--- config.mk ---
export PLATFORM = sky130hd
export DESIGN_NAME = slice_unpacker
export DESIGN_NICKNAME = d
export VERILOG_FILES = /design/src/rtl/unpk_pkg.sv /design/src/rtl/unpk_req_calc.sv /design/src/rtl/unpk_slice_buf.sv /design/src/rtl/unpk_seq.sv /design/src/rtl/slice_unpacker.sv
export SDC_FILE = /design/constraint.sdc
export NUM_CORES = 1
export LEC_CHECK = 0
export BUFFER_PORTS_ARGS = -buffer_cell sky130_fd_sc_hd__buf_2
export CAP_MARGIN = 20
export CORE_UTILIZATION = 54
export DETAILED_ROUTE_END_ITERATION = 16
export PLACE_DENSITY = 0.77
export REMOVE_ABC_BUFFERS = 1
export SETUP_SLACK_MARGIN = 0.5
export SLEW_MARGIN = 10
export SYNTH_ARGS = -nofsm -noshare
export SYNTH_HDL_FRONTEND = slang
export SYNTH_SLANG_ARGS = --single-unit
--- constraint.sdc ---
create_clock -name clk -period 2.7 [get_ports clk]
set_clock_uncertainty 0.1 [all_clocks]
set_input_delay 0 -clock clk [delete_from_list [all_inputs] [get_ports clk]]
set_output_delay 0 -clock clk [all_outputs]
set_load 0.02 [all_outputs]
--- src/rtl/unpk_pkg.sv ---
// Package: shared types for the packed 36-bit word unpacker.
// Assumes: nothing beyond SystemVerilog enums.
package unpk_pkg;

    // Transfer sequencer states
    typedef enum logic [1:0] {
        ST_IDLE  = 2'd0,   // waiting for a start
        ST_FILL  = 2'd1,   // collecting the nine words of a slice
        ST_EMIT  = 2'd2,   // presenting rebuilt words downstream
        ST_DRAIN = 2'd3    // discarding overrun input up to in_last
    } unpk_state_e;

endpackage

--- src/rtl/unpk_req_calc.sv ---
// Module: unpk_req_calc
// Turns a transfer request into the clamped word count and the number of
// whole slices the input must carry.
// Assumes: REQ_W is wide enough to hold MAX_WORDS; purely combinational.
module unpk_req_calc #(
    parameter int SLICE_WORDS = 8,
    parameter int MAX_WORDS   = 224,
    parameter int REQ_W       = 10,
    parameter int IDX_W       = $clog2(SLICE_WORDS),
    parameter int CNT_W       = $clog2(MAX_WORDS + 1),
    parameter int SLC_W       = $clog2((MAX_WORDS + 2 * SLICE_WORDS - 1) / SLICE_WORDS + 1)
) (
    input  logic [REQ_W-1:0] req_words,
    input  logic [IDX_W-1:0] req_skip,
    output logic [CNT_W-1:0] words_eff,
    output logic [SLC_W-1:0] slices_exp,
    output logic             req_zero
);

    localparam int SUM_W = CNT_W + 1;

    logic [SUM_W-1:0] span;
    logic [SUM_W-1:0] span_up;

    // Clamp the requested count to the chunk limit
    always_comb begin
        if (req_words > REQ_W'(MAX_WORDS)) begin
            words_eff = CNT_W'(MAX_WORDS);
        end else begin
            words_eff = CNT_W'(req_words);
        end
    end

    // Round skip plus count up to whole slices
    always_comb begin
        span       = {1'b0, words_eff} + SUM_W'(req_skip);
        span_up    = span + SUM_W'(SLICE_WORDS - 1);
        slices_exp = SLC_W'(span_up / SUM_W'(SLICE_WORDS));
        req_zero   = (req_words == '0);
    end

endmodule

--- src/rtl/unpk_slice_buf.sv ---
// Module: unpk_slice_buf
// Holds one slice: SLICE_WORDS low words plus the shared nibble word, and
// presents the rebuilt wide word chosen by rd_idx.
// Assumes: LOW_W == SLICE_WORDS * NIB_W; the nibble for word k sits at
// descending position (word 0 in the top nibble). Data registers carry no
// reset; the sequencer never presents them before a full slice is written.
module unpk_slice_buf #(
    parameter int LOW_W       = 32,
    parameter int NIB_W       = 4,
    parameter int SLICE_WORDS = 8,
    parameter int DATA_W      = LOW_W + NIB_W,
    parameter int IDX_W       = $clog2(SLICE_WORDS),
    parameter int POS_W       = $clog2(SLICE_WORDS + 1)
) (
    input  logic              clk,
    input  logic              rst_n,
    input  logic              wr_en,
    input  logic [POS_W-1:0]  wr_pos,
    input  logic [LOW_W-1:0]  wr_data,
    input  logic [IDX_W-1:0]  rd_idx,
    output logic [DATA_W-1:0] rd_data
);

    logic [SLICE_WORDS-1:0][LOW_W-1:0]  low_q;
    logic [LOW_W-1:0]                   nib_q;
    logic [SLICE_WORDS-1:0][DATA_W-1:0] cand;

    // Store each arriving word at its slice position
    always_ff @(posedge clk) begin
        if (wr_en) begin
            for (int k = 0; k < SLICE_WORDS; k++) begin
                if (wr_pos == POS_W'(k)) begin
                    low_q[k] <= wr_data;
                end
            end
            if (wr_pos == POS_W'(SLICE_WORDS)) begin
                nib_q <= wr_data;
            end
        end
    end

    // Rebuild every candidate word from its low part and its nibble
    for (genvar k = 0; k < SLICE_WORDS; k++) begin : g_word
        assign cand[k] = {nib_q[(SLICE_WORDS - 1 - k) * NIB_W +: NIB_W], low_q[k]};
    end

    // Select the word currently being emitted
    assign rd_data = cand[rd_idx];

    AST_WR_POS_RANGE: assert property (@(posedge clk) disable iff (!rst_n)
        wr_en |-> (wr_pos <= POS_W'(SLICE_WORDS)));

endmodule

--- src/rtl/unpk_seq.sv ---
// Module: unpk_seq
// Transfer sequencer: accepts a start when idle, steps through the slice
// positions of the input, checks the input length against the expected
// slice count, walks the emit index and the remaining word count, and drains
// overrun input.
// Assumes: a single slice buffer, so input and output never run at once.
module unpk_seq
    import unpk_pkg::*;
#(
    parameter int SLICE_WORDS = 8,
    parameter int MAX_WORDS   = 224,
    parameter int IDX_W       = $clog2(SLICE_WORDS),
    parameter int POS_W       = $clog2(SLICE_WORDS + 1),
    parameter int CNT_W       = $clog2(MAX_WORDS + 1),
    parameter int SLC_W       = $clog2((MAX_WORDS + 2 * SLICE_WORDS - 1) / SLICE_WORDS + 1)
) (
    input  logic             clk,
    input  logic             rst_n,
    input  logic             clear,
    input  logic             start,
    input  logic [IDX_W-1:0] start_skip,
    input  logic [CNT_W-1:0] words_eff,
    input  logic [SLC_W-1:0] slices_exp,
    input  logic             req_zero,
    input  logic             in_valid,
    input  logic             in_last,
    output logic             in_ready,
    input  logic             out_ready,
    output logic             out_valid,
    output logic             out_last,
    output logic             wr_en,
    output logic [POS_W-1:0] wr_pos,
    output logic [IDX_W-1:0] rd_idx,
    output logic             len_err
);

    localparam logic [POS_W-1:0] LAST_POS = POS_W'(SLICE_WORDS);
    localparam logic [IDX_W-1:0] LAST_IDX = IDX_W'(SLICE_WORDS - 1);

    unpk_state_e      state_q;
    logic [POS_W-1:0] pos_q;
    logic [IDX_W-1:0] idx_q;
    logic [CNT_W-1:0] rem_q;
    logic [SLC_W-1:0] slc_left_q;
    logic             end_after_q;
    logic             drain_after_q;
    logic             err_q;

    logic in_fire;
    logic out_fire;
    logic start_ok;
    logic final_slice;

    // Handshake and port decode from the current state
    always_comb begin
        in_ready    = (state_q == ST_FILL) || (state_q == ST_DRAIN);
        out_valid   = (state_q == ST_EMIT);
        out_last    = out_valid && (rem_q == CNT_W'(1));
        in_fire     = in_valid && in_ready;
        out_fire    = out_valid && out_ready;
        wr_en       = in_fire && (state_q == ST_FILL);
        wr_pos      = pos_q;
        rd_idx      = idx_q;
        len_err     = err_q;
        start_ok    = start && (state_q == ST_IDLE) && !req_zero;
        final_slice = (slc_left_q == SLC_W'(1));
    end

    // Sequencer state, counters and the sticky length error
    always_ff @(posedge clk) begin
        if (!rst_n || clear) begin
            state_q       <= ST_IDLE;
            pos_q         <= '0;
            idx_q         <= '0;
            rem_q         <= '0;
            slc_left_q    <= '0;
            end_after_q   <= 1'b0;
            drain_after_q <= 1'b0;
            err_q         <= 1'b0;
        end else begin
            case (state_q)
                ST_IDLE: begin
                    if (start_ok) begin
                        state_q       <= ST_FILL;
                        pos_q         <= '0;
                        idx_q         <= start_skip;
                        rem_q         <= words_eff;
                        slc_left_q    <= slices_exp;
                        end_after_q   <= 1'b0;
                        drain_after_q <= 1'b0;
                        err_q         <= 1'b0;
                    end
                end
                ST_FILL: begin
                    if (in_fire) begin
                        if (pos_q == LAST_POS) begin
                            // Slice complete: judge the length, then emit
                            state_q       <= ST_EMIT;
                            slc_left_q    <= slc_left_q - SLC_W'(1);
                            end_after_q   <= in_last;
                            drain_after_q <= !in_last && final_slice;
                            if (in_last != final_slice) begin
                                err_q <= 1'b1;
                            end
                        end else if (in_last) begin
                            // Input stopped inside a slice: drop it
                            state_q <= ST_IDLE;
                            err_q   <= 1'b1;
                        end else begin
                            pos_q <= pos_q + POS_W'(1);
                        end
                    end
                end
                ST_EMIT: begin
                    if (out_fire) begin
                        rem_q <= rem_q - CNT_W'(1);
                        if (rem_q == CNT_W'(1)) begin
                            state_q <= drain_after_q ? ST_DRAIN : ST_IDLE;
                        end else if (idx_q == LAST_IDX) begin
                            idx_q   <= '0;
                            pos_q   <= '0;
                            state_q <= end_after_q ? ST_IDLE : ST_FILL;
                        end else begin
                            idx_q <= idx_q + IDX_W'(1);
                        end
                    end
                end
                ST_DRAIN: begin
                    if (in_fire && in_last) begin
                        state_q <= ST_IDLE;
                    end
                end
                default: state_q <= ST_IDLE;
            endcase
        end
    end

    AST_CLEAR_IDLE: assert property (@(posedge clk) disable iff (!rst_n)
        clear |=> (!out_valid && !in_ready && !len_err));

    AST_START_CLEARS_ERR: assert property (@(posedge clk) disable iff (!rst_n)
        (start_ok && !clear) |=> !len_err);

    AST_ERR_STICKY: assert property (@(posedge clk) disable iff (!rst_n)
        (len_err && !clear && !start_ok) |=> len_err);

    AST_LAST_ENDS_OUTPUT: assert property (@(posedge clk) disable iff (!rst_n)
        (out_valid && out_ready && out_last && !clear) |=> !out_valid);

    AST_EMIT_AFTER_INPUT: assert property (@(posedge clk) disable iff (!rst_n)
        $rose(out_valid) |-> $past(in_valid && in_ready));

endmodule

--- src/rtl/slice_unpacker.sv ---
// Module: slice_unpacker (top)
// Unpacks nine-word slices of 32-bit input into eight 36-bit output words
// on valid/ready streams, with a start offset, a word limit and a length
// check on the input.
// Assumes: one slice of buffering; input stalls while a slice is emitted.
module slice_unpacker #(
    parameter int LOW_W       = 32,
    parameter int NIB_W       = 4,
    parameter int SLICE_WORDS = 8,
    parameter int MAX_WORDS   = 224,
    parameter int REQ_W       = 10,
    parameter int DATA_W      = LOW_W + NIB_W,
    parameter int IDX_W       = $clog2(SLICE_WORDS)
) (
    input  logic              clk,
    input  logic              rst_n,
    input  logic              clear,
    input  logic              start,
    input  logic [IDX_W-1:0]  start_skip,
    input  logic [REQ_W-1:0]  start_words,
    input  logic              in_valid,
    output logic              in_ready,
    input  logic [LOW_W-1:0]  in_data,
    input  logic              in_last,
    output logic              out_valid,
    input  logic              out_ready,
    output logic [DATA_W-1:0] out_data,
    output logic              out_last,
    output logic              len_err
);

    localparam int POS_W = $clog2(SLICE_WORDS + 1);
    localparam int CNT_W = $clog2(MAX_WORDS + 1);
    localparam int SLC_W = $clog2((MAX_WORDS + 2 * SLICE_WORDS - 1) / SLICE_WORDS + 1);

    logic [CNT_W-1:0] words_eff;
    logic [SLC_W-1:0] slices_exp;
    logic             req_zero;
    logic             wr_en;
    logic [POS_W-1:0] wr_pos;
    logic [IDX_W-1:0] rd_idx;

    unpk_req_calc #(
        .SLICE_WORDS(SLICE_WORDS),
        .MAX_WORDS  (MAX_WORDS),
        .REQ_W      (REQ_W),
        .IDX_W      (IDX_W),
        .CNT_W      (CNT_W),
        .SLC_W      (SLC_W)
    ) u_calc (
        .req_words (start_words),
        .req_skip  (start_skip),
        .words_eff (words_eff),
        .slices_exp(slices_exp),
        .req_zero  (req_zero)
    );

    unpk_seq #(
        .SLICE_WORDS(SLICE_WORDS),
        .MAX_WORDS  (MAX_WORDS),
        .IDX_W      (IDX_W),
        .POS_W      (POS_W),
        .CNT_W      (CNT_W),
        .SLC_W      (SLC_W)
    ) u_seq (
        .clk       (clk),
        .rst_n     (rst_n),
        .clear     (clear),
        .start     (start),
        .start_skip(start_skip),
        .words_eff (words_eff),
        .slices_exp(slices_exp),
        .req_zero  (req_zero),
        .in_valid  (in_valid),
        .in_last   (in_last),
        .in_ready  (in_ready),
        .out_ready (out_ready),
        .out_valid (out_valid),
        .out_last  (out_last),
        .wr_en     (wr_en),
        .wr_pos    (wr_pos),
        .rd_idx    (rd_idx),
        .len_err   (len_err)
    );

    unpk_slice_buf #(
        .LOW_W      (LOW_W),
        .NIB_W      (NIB_W),
        .SLICE_WORDS(SLICE_WORDS),
        .DATA_W     (DATA_W),
        .IDX_W      (IDX_W),
        .POS_W      (POS_W)
    ) u_buf (
        .clk    (clk),
        .rst_n  (rst_n),
        .wr_en  (wr_en),
        .wr_pos (wr_pos),
        .wr_data(in_data),
        .rd_idx (rd_idx),
        .rd_data(out_data)
    );

    AST_OUT_HOLD: assert property (@(posedge clk) disable iff (!rst_n)
        (out_valid && !out_ready && !clear) |=>
            (out_valid && $stable(out_data) && $stable(out_last)));

endmodule

---- Yosys cells after proc, flatten, opt, wreduce, memory -nomap -nowiden ----
Cells that the tools add are included.
W data, S select, Z words.
operators by class
  multiplexer cells ....................... 46
  $lt $le $gt $ge ......................... 2
  equality and inequality tests ........... 27
  reductions and logical operators ........ 34
  add/sub/neg operators ................... 6
operators with widths
  cell                   count
  $bmux W36 S3           1
  $mux W36               1
  $mux W4                7
  $mux W8                3
  $mux W2                9
  $reduce_and A2 Y1      9
  $eq A4 B3 Y1 const B   4
  $pmux W8 S2            1
  $mux W5                3
  $mux W3                4
  $pmux W4 S3            1
  $gt A10 B8 Y1 const B  1
  $logic_not A10 Y1      1
  $mux W1                10
  $ne A2 B1 Y1 const B   5
  $pmux W5 S2            1
  $add A8 B3 Y8          1
  $add A8 B3 Y8 const B  1
  $eq A4 B2 Y1 const B   2
  $eq A8 B1 Y1 const B   1
  $logic_and A1 B1 Y1    8
  $ne A2 B2 Y1 const B   4
  $pmux W2 S4            1
  $reduce_and A4 Y1      2
  other kinds (27)       34
word-level totals
  bits in registers ....................... 313
  output and inout port bits .............. 40
  word-level logic and storage cells ...... 132
  input bits .............................. 52

---- Logic depth before layout (Yosys ltp) ----
Gate-level depths: netlist of run 1.
  depth after elaboration ................. 6
  mapped depth ............................ 11
  depth with buffers taken out ............ 11

---- Cells and area by module ----
A second synthesis of run 1 with hierarchy kept.
second synthesis, totals
  cell total of the unflattened synthesis .. 680
  area total of the unflattened synthesis .. 13,167.6 um^2
modules (own cells, without submodules)
  module          instances  seq. area each (um^2)  area each (um^2)  cells each
  unpk_slice_buf  1          8,648.3                11,160.7          431
  unpk_seq        1          500.5                  1,695.4           203
  unpk_req_calc   1          0.0                    311.5             46

---- Worst setup path before layout of run 1 ----
OpenSTA, ideal clock, no wires.
  path kind ............................... reg2reg
  start point ............................. reg u_seq.state_q[0]
  end point ............................... reg u_seq.drain_after_q
  slack ................................... -0.155 ns
  buffers on the path ..................... 1
  period minus slack after synthesis ...... 2.855 ns
  data required time ...................... 2.529 ns
  data arrival time ....................... 2.684 ns
  library setup time ...................... 0.071 ns
  cell stages (with the launch flop) ...... 7
  cell sequence ........................... dfxtp_1 buf_4 nor2b_1 nand2_1 nor2_1 a22oi_1 nor2_1
between the ends
  word-level cells in the longest chain between the ends .. 5
  elaborated cells between the ends (all ways) .. 13
  those cells by class .................... eq/ne (5); mux (1); reduce/logical (7)
ends and longest elaborated chain
  element                                                           line                            RTL
  start, declared                                                   unpk_seq.sv:40                  unpk_state_e state_q;
  start signal, assigned                                            unpk_seq.sv:118                 state_q <= drain_after_q ? ST_DRAIN : ST_IDLE;
  start signal, assigned                                            unpk_seq.sv:122                 state_q <= end_after_q ? ST_IDLE : ST_FILL;
  $eq A2 B1 Y1 (tied with other cells)                              unpk_seq.sv:56, unpk_seq.sv:81
  $logic_or A1 B1 Y1 / $logic_and A1 B1 Y1 (equally long branches)  unpk_seq.sv:56, unpk_seq.sv:65
  $logic_and A1 B1 Y1 (on tied branches)                            unpk_seq.sv:59, unpk_seq.sv:65
  $ne A2 B1 Y1 (no source line)                                     --
  $reduce_and A4 Y1 (no source line)                                --
  end signal, assigned                                              unpk_seq.sv:101                 drain_after_q <= !in_last && final_slice;
  end, declared                                                     unpk_seq.sv:46                  logic drain_after_q;
Several ways; a longest one is shown, not always the timed one.
A chain may end at the register's enable or synchronous reset.

---- Final worst setup path of run 1 ----
  start point ............................. reg u_seq.idx_q[0], in the netlist u_seq.rd_idx[0]
  end point ............................... out out_data[17]
between the ends
  word-level cells in the longest chain between the ends .. 2
ends and longest elaborated chain
  element                         line                  RTL
  start, declared                 unpk_seq.sv:42        logic [IDX_W-1:0] idx_q;
  start signal, assigned          unpk_seq.sv:86        idx_q <= start_skip;
  start signal, assigned          unpk_seq.sv:124       idx_q <= idx_q + IDX_W'(1);
  $bmux W36 S3                    unpk_slice_buf.sv:48  assign rd_data = cand[rd_idx];
  $mux W36 (implied by the code)  unpk_slice_buf.sv:48
  end, declared                   slice_unpacker.sv:27  output logic [DATA_W-1:0] out_data,
No other way between the ends. The select of a mux whose other input is x is not followed.

==> flow_results.xml, run 1 <==
<?xml version="1.0" encoding="UTF-8"?>
<metrics>
  <group name="grt">
    <metric name="total_global_route_track_usage" unit="%">25.53</metric>
    <metric name="grt_pass1_vias" unit="">7563</metric>
    <metric name="grt_max_degree" unit="">74</metric>
    <metric name="overflow" unit="">0</metric>
    <metric name="grt_first_pass_wirelength" unit="µm">44760</metric>
    <metric name="initial_antenna_violation_count" unit="">0</metric>
  </group>
  <group name="cts">
    <metric name="tritoncts" unit="">done</metric>
    <metric name="clock_tree_root_buffer_cell" unit="">sky130_fd_sc_hd__clkbuf_16</metric>
    <metric name="ctsHtreeMaxLevel" unit="">1</metric>
    <metric name="cts.reportedPaths.clkPinSlew" unit="ns">0.06</metric>
    <metric name="cts-buffers-inserted" unit="">31</metric>
    <metric name="clock_insertion_delay_worst_skew" unit="ns">0.55</metric>
    <metric name="clk_path_buf_depth" unit="">3</metric>
    <metric name="tritoncts_num_sinks" unit="">313</metric>
  </group>
  <group name="placed_design">
    <metric name="place_inst" unit="">1065</metric>
    <metric name="post-dp-hpwl" unit="µm">14840</metric>
    <metric name="gp_congestion" unit="">0.8665</metric>
    <metric name="buffer_ports.inserted" unit="">91</metric>
  </group>
  <group name="routing">
    <metric name="firstDrtPassIters" unit="">5</metric>
    <metric name="drt_drc_violations_left" unit="">0</metric>
    <metric name="drt_first_iter_violations" unit="">587</metric>
    <metric name="wl_per_cell" unit="µm">25.65</metric>
    <metric name="antenna_left" unit="">0</metric>
    <metric name="route.final.wire_length" unit="µm">30830</metric>
    <metric name="number_of_vias_in_the_routed_layout" unit="">7250</metric>
    <metric name="vias_per_cell" unit="">6.032</metric>
  </group>
  <group name="floorplanning">
    <metric name="die_area" unit="µm²">24230</metric>
    <metric name="die-height" unit="µm">155.7</metric>
    <metric name="die_w" unit="µm">155.7</metric>
    <metric name="number_of_top_level_pins" unit="">92</metric>
    <metric name="starting_density_of_the_core" unit="%">55.64</metric>
    <metric name="core_region_area" unit="µm²">22920</metric>
    <metric name="std_cell_rows" unit="">55</metric>
  </group>
  <group name="layout">
    <metric name="area_growth" unit="%">25.25</metric>
    <metric name="fillers" unit="">1367</metric>
    <metric name="drive_above_1_share" unit="%">36.90</metric>
    <metric name="layout.cells.most_common" unit="">sky130_fd_sc_hd__edfxtp_1</metric>
    <metric name="final-seq-area" unit="µm²">9163</metric>
    <metric name="layout_common_cells" unit="">288 x sky130_fd_sc_hd__edfxtp_1, 81 x sky130_fd_sc_hd__buf_2, 72 x sky130_fd_sc_hd__mux4_2, 56 x sky130_fd_sc_hd__dlygate4sd3_1, 34 x sky130_fd_sc_hd__clkbuf_16</metric>
    <metric name="num_antenna_cells" unit="">0</metric>
    <metric name="multiInputGateArea" unit="µm²">3520</metric>
    <metric name="final_cells" unit="">1202</metric>
    <metric name="nets" unit="">932</metric>
    <metric name="finish.utilization" unit="%">69.69</metric>
  </group>
  <group name="logic_synthesis">
    <metric name="ys_seq_area_share" unit="%">71.76</metric>
    <metric name="proportion_of_synthesized_flip_flops_having_asynchronous_set_or_reset" unit="%">0</metric>
    <metric name="ys_seq_elements" unit="">313</metric>
    <metric name="synth_edf_count" unit="">288</metric>
    <metric name="avg_cell_area_syn" unit="µm²">19.00</metric>
    <metric name="synthCells" unit="">671</metric>
    <metric name="number_of_distinct_standard_cells_referenced_by_the_synthesized_netlist" unit="">66</metric>
    <metric name="ys_warn_count" unit="">0</metric>
    <metric name="syn_area" unit="µm²">12750</metric>
    <metric name="ys.flop_type" unit="">sky130_fd_sc_hd__edfxtp_1</metric>
  </group>
  <group name="setup_path">
    <metric name="worst-setup-path-type" unit="">flip-flop to output port</metric>
    <metric name="crit_path_start_kind" unit="">flip-flop</metric>
    <metric name="worstPathMaxFanout" unit="">9</metric>
    <metric name="timing.critical_path.cells" unit="">buf_6 &gt; buf_16 &gt; mux4_2 &gt; mux2_4 &gt; buf_6</metric>
    <metric name="critPathMostFrequentCell" unit="">sky130_fd_sc_hd__buf_6</metric>
    <metric name="cp_slowest_stage_delay" unit="ns">0.53</metric>
    <metric name="critical-path-slowest-cell" unit="">sky130_fd_sc_hd__mux4_2</metric>
    <metric name="crit_arrival" unit="ns">2.29</metric>
    <metric name="worstPathRequired" unit="ns">2.60</metric>
    <metric name="endpoint_kind" unit="">output port</metric>
  </group>
  <group name="sta">
    <metric name="slew_viol_final" unit="">0</metric>
    <metric name="achievable-frequency" unit="MHz">418.3</metric>
    <metric name="timing.hold.ws" unit="ns">0.02109</metric>
    <metric name="hold_viol" unit="">0</metric>
    <metric name="relSlewSlack" unit="%">49.44</metric>
    <metric name="layout_min_cycle_time" unit="ns">2.390</metric>
    <metric name="final.period_utilization" unit="%">88.54</metric>
    <metric name="setup_violations" unit="">0</metric>
    <metric name="rsz_0062_raised_after_global_routing" unit="">true</metric>
    <metric name="setup-tns-final" unit="ns">0</metric>
    <metric name="timing_worst_slew_pin_value" unit="ns">0.7514</metric>
  </group>
  <group name="pwr">
    <metric name="power_leakage" unit="nW">5.338</metric>
    <metric name="irDropWorstVdd" unit="mV">0.4908</metric>
    <metric name="power" unit="mW">10.56</metric>
    <metric name="power_density" unit="nW/µm²">661.2</metric>
  </group>
  <group name="worst_hold_path">
    <metric name="hold_path.class" unit="">primary input to flip-flop</metric>
  </group>
  <group name="run_status">
    <metric name="status" unit="">completed</metric>
  </group>
  <group name="job">
    <metric name="max_cap_violations" unit="">0</metric>
  </group>
</metrics>
flip-flops by register name (all words and copies together), names as in the netlist:
| register | count |
|---|---|
| u_seq.rd_idx | 3 |
| u_buf.cand | 256 |
| u_seq.state_q | 2 |
| u_seq.len_err | 1 |
| u_seq.end_after_q | 1 |
| u_seq.drain_after_q | 1 |
| u_seq.rem_q | 8 |
| u_buf.nib_q | 32 |
| u_seq.wr_pos | 4 |
| u_seq.slc_left_q | 5 |
cells by family after synthesis:
family,Yosys count,share of synthesized area (%)
flip-flops,313,71.76
XOR/XNOR,5,0.3435
buffers and inverters,46,1.511
AO/OA/AOI/OAI,78,4.416
AND/OR/NAND/NOR,105,4.524
multiplexers,109,15.98
adder cells (fa/ha/maj),15,1.472
layout make-up:
class / instances / share of cell area [%]
flip-flops and latches: 313 / 57.38
multi-input cells: 312 / 22.04
repair buffers: 189 / 11.13
clock buffers: 41 / 5.406
well taps: 313 / 2.452
clock inverters: 16 / 1.167
inverters: 18 / 0.4231
final timing paths:
kind	startpoint	to	slack [ns]	cells after the start
setup / recovery	u_seq.rd_idx[0]	out_data[17]	0.31	5
hold reg to reg	u_seq.len_err	u_seq.len_err	0.35	2
hold / removal	start_words[8]	u_seq.slc_left_q[4]	0.02	5
setup reg to reg	u_seq.rd_idx[0]	u_seq.wr_pos[3]	0.51	10
layer usage:
metal / routed length, µm / global-route usage, % / up-vias / share of wire, %
li1: - / - / 3130 / -
met1: 11650 / 31.59 / 3677 / 38
met2: 16300 / 45.51 / 383 / 53
met3: 1994 / 4.056 / 60 / 6.5
met4: 890 / 9.384 / 0 / 2.9
met5: 0 / 0 / - / 0
stage by stage:
step                setup WS [ns]  area [µm²]
finish                     0.3095       15970
CTS                        0.3282       15850
global placement           0.2305       13750
detailed placement        0.08639       13750
global route               0.2764       15970
floorplan                  -2.239       12620
report_power, final:
part / internal, mW / leakage, nW / total, mW / switching, mW
Combinational: 0.397 / 2.02 / 0.824 / 0.427
Clock: 2.62 / 0.519 / 4.40 / 1.78
Sequential: 5.31 / 2.80 / 5.33 / 0.0234
Total: 8.33 / 5.34 / 10.6 / 2.23
synth_stat cells (10+ instances only):
cell type | number | area share (%)
sky130_fd_sc_hd__ha_1 | 15 | 1.5
sky130_fd_sc_hd__a21oi_1 | 19 | 0.75
sky130_fd_sc_hd__o21ai_0 | 13 | 0.51
sky130_fd_sc_hd__mux2_2 | 36 | 3.2
sky130_fd_sc_hd__dfxtp_1 | 25 | 3.9
sky130_fd_sc_hd__and2_1 | 10 | 0.49
sky130_fd_sc_hd__nand2_1 | 30 | 0.88
sky130_fd_sc_hd__nor3_1 | 11 | 0.43
sky130_fd_sc_hd__nor2_1 | 21 | 0.62
sky130_fd_sc_hd__edfxtp_1 | 288 | 68
sky130_fd_sc_hd__clkbuf_1 | 16 | 0.47
sky130_fd_sc_hd__inv_1 | 17 | 0.50
sky130_fd_sc_hd__mux4_2 | 72 | 13
critical path, delay by kind of cell, from the launching register on:
kind	cells	cell delay [ns]
muxes	2	0.83
buffers and inverters	3	0.49
DFF	1	0.42
timing repair:
action / 4_1_cts / 5_1_grt
hold buffers: 56 / 0
resized for setup: 51 / 8
cloned: 9 / 3
pin swaps: 8 / 2
buffers inserted: 9 / 3
endpoints found under the hold margin: 313 / 0
setup endpoints to repair: 296 / 289
(Power assumes the default switching activity.)
==> run 2: changes to the inputs <==
Clock period 2.7 ns to 2.1 ns, I/O delays scaled along.
==> flow_results.xml, run 2 (synthesis gave the netlist of run 1 again) <==
<?xml version="1.0" encoding="UTF-8"?>
<metrics>
  <group name="floorplanning">
    <metric name="number_of_top_level_pins" unit="">92</metric>
    <metric name="die_area" unit="µm²">24230</metric>
    <metric name="core_region_area" unit="µm²">22920</metric>
    <metric name="std_cell_rows" unit="">55</metric>
    <metric name="die_w" unit="µm">155.7</metric>
    <metric name="die-height" unit="µm">155.7</metric>
    <metric name="starting_density_of_the_core" unit="%">55.64</metric>
  </group>
  <group name="sta">
    <metric name="relSlewSlack" unit="%">52.47</metric>
    <metric name="timing.hold.ws" unit="ns">-0.01409</metric>
    <metric name="achievable-frequency" unit="MHz">409.3</metric>
    <metric name="setup_violations" unit="">39</metric>
    <metric name="slew_viol_final" unit="">0</metric>
    <metric name="timing_worst_slew_pin_value" unit="ns">0.7129</metric>
    <metric name="hold_viol" unit="">2</metric>
    <metric name="timing.final.ws_setup" unit="ns">-0.3433</metric>
    <metric name="layout_min_cycle_time" unit="ns">2.443</metric>
    <metric name="final.period_utilization" unit="%">116.3</metric>
    <metric name="rsz_0062_raised_after_global_routing" unit="">true</metric>
  </group>
  <group name="cts">
    <metric name="clk_path_buf_depth" unit="">3</metric>
    <metric name="ctsHtreeMaxLevel" unit="">1</metric>
    <metric name="clock_tree_root_buffer_cell" unit="">sky130_fd_sc_hd__clkbuf_16</metric>
    <metric name="tritoncts_num_sinks" unit="">313</metric>
    <metric name="tritoncts" unit="">done</metric>
    <metric name="cts.reportedPaths.clkPinSlew" unit="ns">0.07</metric>
    <metric name="clock_insertion_delay_worst_skew" unit="ns">0.57</metric>
    <metric name="cts-buffers-inserted" unit="">31</metric>
  </group>
  <group name="setup_path">
    <metric name="crit_arrival" unit="ns">2.34</metric>
    <metric name="crit_path_start_kind" unit="">flip-flop</metric>
    <metric name="worstPathMaxFanout" unit="">7</metric>
    <metric name="critical-path-slowest-cell" unit="">sky130_fd_sc_hd__mux4_2</metric>
    <metric name="timing.critical_path.cells" unit="">buf_12 &gt; buf_16 &gt; mux4_2 &gt; mux2_2 &gt; buf_2</metric>
    <metric name="worstPathRequired" unit="ns">2.00</metric>
    <metric name="endpoint_kind" unit="">output port</metric>
    <metric name="worst-r2r-cell-count" unit="">9</metric>
    <metric name="worst-setup-path-type" unit="">flip-flop to output port</metric>
    <metric name="cp_slowest_stage_delay" unit="ns">0.54</metric>
  </group>
  <group name="grt">
    <metric name="total_global_route_track_usage" unit="%">30.46</metric>
    <metric name="overflow" unit="">0</metric>
    <metric name="grt_first_pass_wirelength" unit="µm">52910</metric>
    <metric name="initial_antenna_violation_count" unit="">0</metric>
    <metric name="grt_pass1_vias" unit="">8300</metric>
    <metric name="grt_max_degree" unit="">74</metric>
  </group>
  <group name="routing">
    <metric name="route.final.wire_length" unit="µm">39530</metric>
    <metric name="vias_per_cell" unit="">6.436</metric>
    <metric name="antenna_left" unit="">0</metric>
    <metric name="number_of_vias_in_the_routed_layout" unit="">8437</metric>
    <metric name="firstDrtPassIters" unit="">5</metric>
    <metric name="drt_drc_violations_left" unit="">0</metric>
    <metric name="wl_per_cell" unit="µm">30.15</metric>
    <metric name="drt_first_iter_violations" unit="">882</metric>
  </group>
  <group name="pwr">
    <metric name="power_density" unit="nW/µm²">762.0</metric>
    <metric name="irDropWorstVdd" unit="mV">0.5872</metric>
    <metric name="power_leakage" unit="nW">6.169</metric>
  </group>
  <group name="placed_design">
    <metric name="dpl-instance-area" unit="µm²">14220</metric>
    <metric name="buffer_ports.inserted" unit="">91</metric>
    <metric name="gp_congestion" unit="">0.9597</metric>
    <metric name="post-dp-hpwl" unit="µm">16740</metric>
  </group>
  <group name="layout">
    <metric name="layout.cells.most_common" unit="">sky130_fd_sc_hd__edfxtp_1</metric>
    <metric name="area_growth" unit="%">41.59</metric>
    <metric name="final_area" unit="µm²">18050</metric>
    <metric name="finish.utilization" unit="%">78.78</metric>
    <metric name="layout_common_cells" unit="">288 x sky130_fd_sc_hd__edfxtp_1, 72 x sky130_fd_sc_hd__mux4_2, 66 x sky130_fd_sc_hd__buf_2, 53 x sky130_fd_sc_hd__buf_6, 52 x sky130_fd_sc_hd__buf_4</metric>
    <metric name="nets" unit="">1039</metric>
    <metric name="largest_reg_flops" unit="">256</metric>
    <metric name="drive_above_1_share" unit="%">51.55</metric>
  </group>
  <group name="job">
    <metric name="max_cap_violations" unit="">0</metric>
  </group>
  <group name="worst_hold_path">
    <metric name="timing.hold.worst_path_depth" unit="">6</metric>
    <metric name="hold_path.class" unit="">primary input to flip-flop</metric>
  </group>
  <group name="run_status">
    <metric name="status" unit="">finished with violations</metric>
    <metric name="failed_checks" unit="">hold timing, setup timing</metric>
  </group>
</metrics>
## run 2: changes by cell type in the layout (fill, tap and decap cells not counted), sizes merged, moves of 5 or more
cell,change
buf,+109
dlygate4sd3,-6
clkinvlp,+5
clkbuf,-5
clkinv,+5
## run 2: report_power, final
group          switching (mW)  internal (mW)
registers              0.0286           6.82
clock network            2.54           3.09
logic                   0.643          0.626
## run 2: through the flow
stage / worst slack (ns) / TNS [ns] / std cells / total power, mW / hold WS [ns]
detailed placement: -0.2427 / -7.334 / 1103 / 7.840 / 0.1821
CTS: -0.2953 / -9.205 / 1274 / 13.36 / -0.01921
global placement: -0.2270 / -0.8787 / 1103 / 7.810 / 0.1707
finish: -0.3433 / -10.89 / 1311 / 13.76 / -0.01409
global route: -0.3796 / -13.32 / 1310 / 14.06 / 0.009088
floorplan: -2.839 / -304.70 / 643 / 7.507 / -0.001131
## run 2: layout make-up
type                       instances  area (µm²)
timing repair buffer             296        3465
clock buffer                      33       783.3
multi-input combinational        312        3949
sequential                       313        9173
clock inverter                    25       221.5
inverter                          18       67.56
tap                              313       391.6
fill                            1066        4863
antenna                            1       2.502
## run 2: repair_timing
item                                    CTS  global route
hold buffers                             49             1
buffers inserted                         46            28
endpoints found under the setup margin  351           351
endpoints found under the hold margin   309             1
pin swaps                                34            37
gates cloned                             18             7
gates resized for setup                 132           130
## run 2: worst max-delay path, delay by kind of cell (launching register included)
| family | cells | cell delay (ns) |
|---|---|---|
| buffers and inverters | 3 | 0.51 |
| flip-flops | 1 | 0.42 |
| multiplexers | 2 | 0.85 |
## run 2: path summary, 6_finish.rpt
kind / start / endpoint / slack (ns)
min reg2reg: u_seq.len_err / u_seq.len_err / 0.38
max reg2reg: u_seq.rd_idx[0] / u_seq.wr_pos[2] / -0.24
min: start_words[4] / u_seq.slc_left_q[4] / -0.01
max: u_seq.rd_idx[0] / out_data[23] / -0.34
## run 2: metal layers
| layer | vias to the layer above | global-route usage, % | wire, µm |
|---|---|---|---|
| li1 | 3372 | - | - |
| met1 | 4287 | 38.73 | 14240 |
| met2 | 657 | 52.74 | 19890 |
| met3 | 121 | 5.361 | 3573 |
| met4 | 0 | 11.20 | 1829 |
| met5 | - | 0 | 0 |
==> run 3: changes to the inputs <==
Settings changed: SYNTH_HIERARCHICAL from default to 1.
==> flow_results.xml, run 3 <==
<?xml version="1.0" encoding="UTF-8"?>
<metrics>
  <group name="run_status">
    <metric name="status" unit="">finished with violations</metric>
    <metric name="failed_checks" unit="">setup timing</metric>
  </group>
  <group name="floorplanning">
    <metric name="die_area" unit="µm²">25010</metric>
    <metric name="std_cell_rows" unit="">56</metric>
    <metric name="core_region_area" unit="µm²">23680</metric>
    <metric name="die-height" unit="µm">158.2</metric>
    <metric name="number_of_top_level_pins" unit="">92</metric>
    <metric name="die_w" unit="µm">158.2</metric>
    <metric name="starting_density_of_the_core" unit="%">55.60</metric>
  </group>
  <group name="routing">
    <metric name="wl_per_cell" unit="µm">32.56</metric>
    <metric name="antenna_left" unit="">0</metric>
    <metric name="firstDrtPassIters" unit="">6</metric>
    <metric name="number_of_vias_in_the_routed_layout" unit="">9062</metric>
    <metric name="route.final.wire_length" unit="µm">43690</metric>
    <metric name="vias_per_cell" unit="">6.753</metric>
    <metric name="drt_first_iter_violations" unit="">1074</metric>
    <metric name="drt_drc_violations_left" unit="">0</metric>
  </group>
  <group name="grt">
    <metric name="grt_first_pass_wirelength" unit="µm">58600</metric>
    <metric name="grt_max_degree" unit="">38</metric>
    <metric name="overflow" unit="">0</metric>
    <metric name="initial_antenna_violation_count" unit="">0</metric>
    <metric name="grt_pass1_vias" unit="">9060</metric>
    <metric name="total_global_route_track_usage" unit="%">33.08</metric>
  </group>
  <group name="logic_synthesis">
    <metric name="synthCells" unit="">680</metric>
    <metric name="ys.flop_type" unit="">sky130_fd_sc_hd__edfxtp_1</metric>
    <metric name="ys_seq_elements" unit="">313</metric>
    <metric name="ys_warn_count" unit="">6</metric>
    <metric name="avg_cell_area_syn" unit="µm²">19.36</metric>
    <metric name="number_of_distinct_standard_cells_referenced_by_the_synthesized_netlist" unit="">72</metric>
    <metric name="syn_area" unit="µm²">13170</metric>
    <metric name="synthTopCellsByArea" unit="">sky130_fd_sc_hd__edfxtp_1 66%, sky130_fd_sc_hd__mux4_1 14%, sky130_fd_sc_hd__dfxtp_1 3.8%</metric>
    <metric name="synth_edf_count" unit="">288</metric>
    <metric name="ys_seq_area_share" unit="%">69.48</metric>
    <metric name="proportion_of_synthesized_flip_flops_having_asynchronous_set_or_reset" unit="%">0</metric>
    <metric name="synth_top_area_share" unit="%">65.68</metric>
    <metric name="most_frequent_cell_after_synthesis" unit="">sky130_fd_sc_hd__edfxtp_1</metric>
    <metric name="post_synth_most_frequent_cells" unit="">288 x sky130_fd_sc_hd__edfxtp_1, 72 x sky130_fd_sc_hd__mux4_1, 37 x sky130_fd_sc_hd__mux2_2</metric>
    <metric name="synth_area_leader_cell" unit="">sky130_fd_sc_hd__edfxtp_1</metric>
  </group>
  <group name="cts">
    <metric name="cts-buffers-inserted" unit="">31</metric>
    <metric name="ctsHtreeMaxLevel" unit="">1</metric>
    <metric name="tritoncts" unit="">done</metric>
    <metric name="clk_path_buf_depth" unit="">3</metric>
    <metric name="tritoncts_num_sinks" unit="">313</metric>
    <metric name="clock_insertion_delay_worst_skew" unit="ns">0.57</metric>
    <metric name="cts.reportedPaths.clkPinSlew" unit="ns">0.07</metric>
    <metric name="clock_tree_root_buffer_cell" unit="">sky130_fd_sc_hd__clkbuf_16</metric>
  </group>
  <group name="pwr">
    <metric name="power_leakage" unit="nW">6.458</metric>
    <metric name="power_density" unit="nW/µm²">762.0</metric>
    <metric name="share_seq_of_total_power" unit="%">48.4</metric>
    <metric name="irDropWorstVdd" unit="mV">0.5721</metric>
    <metric name="netSwitchingFraction" unit="%">22.59</metric>
    <metric name="p_comb_share" unit="%">9.9</metric>
    <metric name="net-switching-power" unit="mW">3.202</metric>
    <metric name="power_frac_clock" unit="%">41.7</metric>
    <metric name="intPower" unit="mW">10.98</metric>
  </group>
  <group name="setup_path">
    <metric name="timing.rr.start" unit="">u_seq/state_q[0]</metric>
    <metric name="crit_path_start_kind" unit="">flip-flop</metric>
    <metric name="crit_arrival" unit="ns">2.33</metric>
    <metric name="worstPathMaxFanout" unit="">7</metric>
    <metric name="r2r-end" unit="">u_buf/cand[117]</metric>
    <metric name="endpoint_kind" unit="">output port</metric>
    <metric name="r2r_slack" unit="ns">-0.12</metric>
    <metric name="worstPathRequired" unit="ns">2.00</metric>
    <metric name="worst-r2r-cell-count" unit="">8</metric>
    <metric name="worst-setup-path-type" unit="">flip-flop to output port</metric>
  </group>
  <group name="worst_hold_path">
    <metric name="worstHoldEndpoint" unit="">u_seq/slc_left_q[4]</metric>
    <metric name="timing.hold.worst_path_depth" unit="">6</metric>
    <metric name="hold_path.class" unit="">primary input to flip-flop</metric>
    <metric name="min_from" unit="">start_words[7]</metric>
  </group>
  <group name="layout">
    <metric name="final_area" unit="µm²">18610</metric>
    <metric name="finish.utilization" unit="%">78.56</metric>
    <metric name="layout_common_cells" unit="">288 x sky130_fd_sc_hd__edfxtp_1, 81 x sky130_fd_sc_hd__buf_6, 62 x sky130_fd_sc_hd__mux4_2, 52 x sky130_fd_sc_hd__buf_2, 52 x sky130_fd_sc_hd__buf_4</metric>
    <metric name="nets" unit="">1063</metric>
    <metric name="layout.cells.most_common" unit="">sky130_fd_sc_hd__edfxtp_1</metric>
    <metric name="largest_reg_flops" unit="">256</metric>
    <metric name="drive_above_1_share" unit="%">49.27</metric>
    <metric name="num_antenna_cells" unit="">0</metric>
    <metric name="area_growth" unit="%">41.30</metric>
  </group>
  <group name="placed_design">
    <metric name="buffer_ports.inserted" unit="">91</metric>
    <metric name="dpl-instance-area" unit="µm²">14460</metric>
    <metric name="gp_congestion" unit="">0.8927</metric>
    <metric name="post-dp-hpwl" unit="µm">16250</metric>
  </group>
  <group name="job">
    <metric name="max_cap_violations" unit="">0</metric>
  </group>
  <group name="sta">
    <metric name="achievable-frequency" unit="MHz">411.4</metric>
    <metric name="hold_viol" unit="">0</metric>
    <metric name="final.period_utilization" unit="%">115.7</metric>
    <metric name="setup_violations" unit="">206</metric>
    <metric name="layout_min_cycle_time" unit="ns">2.431</metric>
    <metric name="timing.final.ws_setup" unit="ns">-0.3305</metric>
    <metric name="slew_viol_final" unit="">0</metric>
    <metric name="timing.hold.ws" unit="ns">0.09670</metric>
    <metric name="relSlewSlack" unit="%">4.554</metric>
    <metric name="rsz_0062_raised_after_global_routing" unit="">true</metric>
    <metric name="timing_worst_slew_pin_value" unit="ns">1.432</metric>
  </group>
</metrics>
[run 3: power by group through the flow]
stage	Sequential, mW	Clock [mW]	Combinational [mW]
floorplan	7.03	0	0.456
global placement	6.98	0	0.820
detailed placement	6.99	0	0.856
CTS	6.86	5.77	1.21
global route	6.86	6.16	1.45
finish	6.87	5.91	1.40
[run 3: critical path: stages (launching register included)]
cell and delay, ns:
sky130_fd_sc_hd__dfxtp_4 0.38, sky130_fd_sc_hd__buf_12 0.15, sky130_fd_sc_hd__buf_12 0.13, sky130_fd_sc_hd__buf_16 0.13, sky130_fd_sc_hd__mux4_2 0.52, sky130_fd_sc_hd__mux2_4 0.31
sky130_fd_sc_hd__buf_6 0.14
[run 3: worst max-delay path by stage]
stage                      from             endpoint  slack (ns)  cells after the start
6_report        u_seq/rd_idx[0]         out_data[31]       -0.33                      6
5_1_grt         u_seq/rd_idx[0]         out_data[30]       -0.36                      6
4_1_cts         u_seq/rd_idx[0]         out_data[34]       -0.29                      6
3_5_place_dp     start_words[5]  u_seq/slc_left_q[2]       -0.37                     15
3_3_place_gp     start_words[5]  u_seq/slc_left_q[2]       -0.26                     15
2_1_floorplan  u_seq/state_q[0]        u_buf/cand[0]       -2.53                      4
[run 3: kinds of logic (layout without fill, tap and decap cells)]
group / Yosys count / count (layout) / synth area share (%)
DFF: 313 / 313 / 69.48
muxes: 114 / 114 / 17.92
and+or+nand+nor: 103 / 103 / 4.495
AOI/OAI and AO/OA: 78 / 78 / 4.371
buffers and inverters: 54 / 397 / 2.167
adders and majority gates: 13 / 13 / 1.235
xor gates and xnor gates: 5 / 5 / 0.3326
[run 3: per-layer routing]
| metal | GRT usage, % | part of all wire (%) |
|---|---|---|
| met3 | 5.858 | 9.6 |
| met4 | 14.93 | 6.9 |
| met1 | 41.69 | 34 |
| met5 | 0 | 0 |
| met2 | 56.06 | 49 |
[run 3: layout make-up]
type	instances	area, µm²
fill	1108	5077
multi-input combinational	313	3915
inverter	22	90.09
clock inverter	18	232.7
timing repair buffer	317	3968
clock buffer	40	839.6
tap	319	399.1
sequential	313	9161
[run 3: stage by stage]
stage          setup slack (ns)  TNS (ns)  total power, mW  instances
2_1_floorplan            -2.531   -560.84            7.489        648
3_3_place_gp            -0.2608   -0.7105            7.805       1109
3_5_place_dp            -0.3747    -2.518            7.844       1109
4_1_cts                 -0.2944    -9.215            13.84       1319
5_1_grt                 -0.3598    -27.22            14.48       1342
6_report                -0.3305    -18.63            14.18       1342
[run 3: repair_timing]
action | CTS | global route
endpoints found under the setup margin | 351 | 351
pin swaps | 35 | 25
gates cloned | 34 | 3
hold buffers | 45 | 0
buffers inserted | 73 | 20
hold endpoints to repair | 310 | 0
resized for setup | 274 | 66
